[src/rtl/prbs_chk_pkg.sv]
package prbs_chk_pkg;
  localparam int unsigned FRAME_W  = 28;
  localparam int unsigned CNT_W    = 16;
  localparam int unsigned PRBS_N   = 7;
  localparam int unsigned PRBS_TAP = 6;
endpackage

[src/rtl/pass_pulser.sv]
module pass_pulser #(
  parameter int unsigned PEND_W = prbs_chk_pkg::CNT_W,
  parameter int unsigned ADD_W  = 5
) (
  input  logic             clk_i,
  input  logic             rst_ni,
  input  logic             clr_i,
  input  logic [ADD_W-1:0] add_i,
  output logic             pass_o
);
  logic [PEND_W-1:0] pend_q;
  logic              phase_q, pass_q, emit;
  logic [PEND_W:0]   pend_sum;

  // A pulse leaves only on the low phase; the phase after it is forced high
  assign emit     = (pend_q != '0) && !phase_q;
  assign pend_sum = {1'b0, pend_q} + (PEND_W+1)'(add_i) - (PEND_W+1)'(emit);

  always_ff @(posedge clk_i or negedge rst_ni) begin
    if (!rst_ni) begin
      pend_q <= '0; phase_q <= 1'b0; pass_q <= 1'b1;
    end else if (clr_i) begin
      pend_q <= '0; phase_q <= 1'b0; pass_q <= 1'b1;
    end else begin
      pend_q  <= pend_sum[PEND_W] ? '1 : pend_sum[PEND_W-1:0];
      phase_q <= emit;
      pass_q  <= !emit;
    end
  end

  assign pass_o = pass_q;

  assert_pulse_gap_R5: assert property (@(posedge clk_i) disable iff (!rst_ni)
    !pass_q |=> pass_q);
  assert_low_from_queue_R6: assert property (@(posedge clk_i) disable iff (!rst_ni)
    !pass_q |-> $past(pend_q != '0));
  assert_idle_high_R10: assert property (@(posedge clk_i) disable iff (!rst_ni)
    clr_i |=> pass_q);
endmodule

[config.mk]
export PLATFORM = sky130hd
export DESIGN_NAME = pass_pulser
export DESIGN_NICKNAME = d
export VERILOG_FILES = /design/src/rtl/prbs_chk_pkg.sv /design/src/rtl/pass_pulser.sv
export SDC_FILE = /design/constraint.sdc
export NUM_CORES = 1
export LEC_CHECK = 0
export ABC_AREA = 1
export CORE_AREA = 4 4 65 67
export DETAILED_ROUTE_END_ITERATION = 10
export DIE_AREA = 0 0 69 71
export HOLD_SLACK_MARGIN = 0.03
export PLACE_DENSITY = 0.74
export SLEW_MARGIN = 20
export SYNTH_ARGS = -nofsm -noshare
export SYNTH_HDL_FRONTEND = slang
export SYNTH_SLANG_ARGS = --single-unit
[constraint.sdc]
create_clock -name clk_i -period 3.95 [get_ports clk_i]
set_input_delay 0.79 -clock clk_i [delete_from_list [all_inputs] [get_ports clk_i]]
set_output_delay 0.79 -clock clk_i [all_outputs]
set_load 0.005 [all_outputs]
==> reports/qor.txt <==
DRT
--------------------------------------------------------------------------------------
Number of routed nets with antenna violations                                        0
Total routed wirelength                                                        4300 µm
Via count normalized by instance count                                            4.82
Total via count after detailed routing                                           1,793
Post-detailed-route wirelength per cell                                        11.6 µm
Final routed DRC violation total                                                     0
Pre-antenna DRT Iters                                                                4
Drt initial violations                                                             118

CTS
--------------------------------------------------------------------------------------
Maximum root-to-sink buffer count                                                    2
Clock tree from TritonCTS                                                        built
Number of instances resized during post-cts repair                                   0
Deepest level of the CTS H-tree                                                      1
Insertion delay of the later-clocked pin in the worst-skew pair                0.25 ns
CTS Root Buffer Type                                                      sky130_fd_sc_hd__clkbuf_8
Clock Sink Count                                                                    18
Cts-stage hold buffer count                                                          0
Count of buffers added by post-CTS timing repair for setup                           0
Number of CTS-inserted buffers                                                       3
CTS clock-pin slew for the worst setup and hold paths                          0.07 ns

FINAL LAYOUT
--------------------------------------------------------------------------------------
ANT cells                                                                            0
Number of nets in the layout                                                       360
Growth of design area from synthesis to finish                                   9.26%
Share of cells above drive strength 1                                            10.2%
Fill cells                                                                         367
Final non-filler cell area                                                    2210 µm²

DIE
--------------------------------------------------------------------------------------
Horizontal die dimension                                                         69 µm
Die height                                                                       71 µm
# rows                                                                              22
Initial core utilization                                                         55.8%
Placeable core area                                                           3630 µm²
Die area                                                                      4900 µm²
Boundary Pins                                                                        9

GLOBAL ROUTING
--------------------------------------------------------------------------------------
Largest net degree at the start of global routing                                   19
Gr ovfl total                                                                        0
Global-route usage over all layers                                               18.9%
Initial antenna violation count                                                      0
Vias in the first global route                                                   1,725
Global-route wire length before repair                                         7470 µm

SYNTH
--------------------------------------------------------------------------------------
Share of the synthesized area in the top cell type                               21.0%
Synthesized-area fraction occupied by ao, oa, aoi and oai cells                  6.24%
Number of storage elements in the synthesis netlist                                 18
Count of yosys warnings during synthesis                                             0
Ys async rst share                                                                100%
Gate count of the mapped netlist                                                   313
Most instantiated library cell after synthesis                            sky130_fd_sc_hd__nand2_1
Ranking of synthesized cells by area                                      sky130_fd_sc_hd__dfrtp_1, sky130_fd_sc_hd__nand2_1, sky130_fd_sc_hd__ha_1, sky130_fd_sc_hd__inv_1, sky130_fd_sc_hd__nand3_1
Largest family of logic cells by synthesized area                         simple AND/OR/NAND/NOR gates
Mapped Avg Cell Area                                                          6.47 µm²
Post-synthesis adder-cell area fraction                                          17.0%
Post-synth top cells                                                      sky130_fd_sc_hd__nand2_1, sky130_fd_sc_hd__inv_1, sky130_fd_sc_hd__ha_1
Number of distinct standard cells referenced by the synthesized netlist             28
Area of the mapped netlist                                                    2030 µm²
Post-synth EDFFs                                                                     0
Seq/Total Area, Yosys                                                            22.3%
Xor/xnor share of the synthesized area                                           3.03%
Most used DFF post-synth                                                  sky130_fd_sc_hd__dfrtp_1
Simple-Gate Fraction of Synth Area                                               35.1%
Fraction of synthesized area in multiplexers                                        0%
Cell accounting for the most synthesized area                             sky130_fd_sc_hd__dfrtp_1
Net count after synthesis                                                          348

CRITICAL PATH
--------------------------------------------------------------------------------------
Largest fanout on the critical path                                                 10
Setup CP Type                                                               reg -> reg
Required @ worst endpoint                                                      4.10 ns
CP Launch Type                                                                register
Critical path endpoint category                                               register
Cell type of the slowest stage on the worst timing path                   sky130_fd_sc_hd__dfrtp_1
Arrival time of data at the critical path endpoint                             3.45 ns
Crit path top cell by count                                               sky130_fd_sc_hd__inv_1
Cells along the critical path                                             inv_1, ha_1, nand4_1, or3_1, nand2_1, inv_1, ha_1, inv_1, ha_1, inv_1, fa_1, inv_1, nand2_1, nand2_1, nand3_1, nand2_2, nand2_2, nand3_4, nand3b_1, nand2_1, inv_1
Delay contributed by the slowest stage of the critical path                    0.42 ns

STA
--------------------------------------------------------------------------------------
Total count of hold-check failures in the final report                               0
Post-route fraction of the period consumed by the critical path                  83.4%
Transition time at the pin with the least slew margin                         0.767 ns
TNS Setup                                                                         0 ns
Final number of setup-violating endpoints                                            0
Highest Clock Rate                                                             304 MHz
Final setup skew                                                            0.00582 ns
Setup repair after global routing missed its margin                              false
Final max-slew violation count                                                       0
Final worst path period need                                                   3.29 ns
Slew Limit Headroom                                                              48.7%

PLACED DESIGN
--------------------------------------------------------------------------------------
Placed wire-length estimate after detailed placement                           3690 µm
Port Buffer Count                                                                    8
Placed instance area                                                          2160 µm²
Routability congestion estimate from global placement                            0.867

FLOW RUN
--------------------------------------------------------------------------------------
Max-cap violations                                                                   0

RUN STATUS
--------------------------------------------------------------------------------------
Outcome                                                                   complete, no violations

WORST HOLD PATH
--------------------------------------------------------------------------------------
Worst min-delay path class                                                  reg -> reg

-- final timing paths --
check,start,to,slack [ns],depth (start not counted)
worst max-delay path,pend_q[15],pend_q[0],0.66,21
worst min-delay path,phase_q,phase_q,0.53,3
worst max register to register,pend_q[15],pend_q[0],0.66,21
worst min register to register,phase_q,phase_q,0.53,3
max in group asynchronous,rst_ni,pend_q[14],2.48,1
min in group asynchronous,rst_ni,pend_q[3],0.98,1
-- through the flow --
step           util, %  hold WS (ns)  setup slack (ns)  cells
2_1_floorplan        -         0.483             0.904    313
3_3_place_gp      59.4         0.510             0.753    368
3_5_place_dp      59.4         0.517             0.640    368
4_1_cts           60.9         0.534             0.631    372
5_1_grt           60.9         0.551             0.413    372
6_report          60.9         0.531             0.656    372
-- kinds of logic (layout without fill, tap and decap cells) --
kind of cell / Yosys count / in the layout
xor+xnor: 7 / 7
buf+inv: 87 / 98
flops: 18 / 18
compound gates: 15 / 15
fa+ha+maj: 27 / 27
simple gates: 159 / 159
-- critical path, delay by kind of cell, from the launching register on --
kind          cells  cell delay (ns)
simple gates     11             1.32
flops             1             0.42
fa+ha+maj         4             1.00
buf+inv           6             0.48
-- flip-flops by register name, indices dropped and copies added (netlist names) --
signal and flops:
pass_o 1, pend_q 16, phase_q 1
-- final cells by class --
class | count | area, µm² | area share (%)
flip-flops and latches | 18 | 452 | 20.4
inverters | 86 | 323 | 14.6
clock buffers | 4 | 55.1 | 2.49
multi-input cells | 208 | 1240 | 56.2
repair buffers | 8 | 80.1 | 3.62
well taps | 48 | 60.1 | 2.71
-- layer usage --
metal | global-route usage [%] | part of all wire, % | wire length, µm | up-vias
met1 | 27.0 | 51 | 2170 | 791
li1 | - | - | - | 956
met3 | 1.70 | 4.8 | 207 | 8
met5 | 0 | 0 | 0 | -
met2 | 29.7 | 43 | 1840 | 38
met4 | 6.51 | 1.7 | 74 | 0
-- layout by cell type, fill, tap and decap left out --
cell	count
sky130_fd_sc_hd__nand2_1	95
sky130_fd_sc_hd__inv_1	79
sky130_fd_sc_hd__ha_1	26
sky130_fd_sc_hd__nand3_1	24
sky130_fd_sc_hd__nor2_1	19
sky130_fd_sc_hd__dfrtp_1	17
sky130_fd_sc_hd__clkdlybuf4s50_1	8
sky130_fd_sc_hd__a21oi_2	7
sky130_fd_sc_hd__inv_2	6
sky130_fd_sc_hd__xor2_1	6
sky130_fd_sc_hd__nand2_2	5
sky130_fd_sc_hd__a21oi_1	5
sky130_fd_sc_hd__nand4_1	4
sky130_fd_sc_hd__clkbuf_8	4
sky130_fd_sc_hd__nand2_4	3
sky130_fd_sc_hd__nor2_2	2
sky130_fd_sc_hd__a21oi_4	2
sky130_fd_sc_hd__o21bai_1	1
sky130_fd_sc_hd__or2_1	1
sky130_fd_sc_hd__nand3_2	1
sky130_fd_sc_hd__and2_1	1
sky130_fd_sc_hd__or2_2	1
sky130_fd_sc_hd__nand3_4	1
sky130_fd_sc_hd__clkinv_1	1
sky130_fd_sc_hd__xnor2_1	1
sky130_fd_sc_hd__or3_1	1
sky130_fd_sc_hd__nand3b_1	1
sky130_fd_sc_hd__fa_1	1
sky130_fd_sc_hd__dfstp_2	1
Power is not shown: default switching activity piles up to over one toggle a cycle in this logic, so the estimate is an artifact.
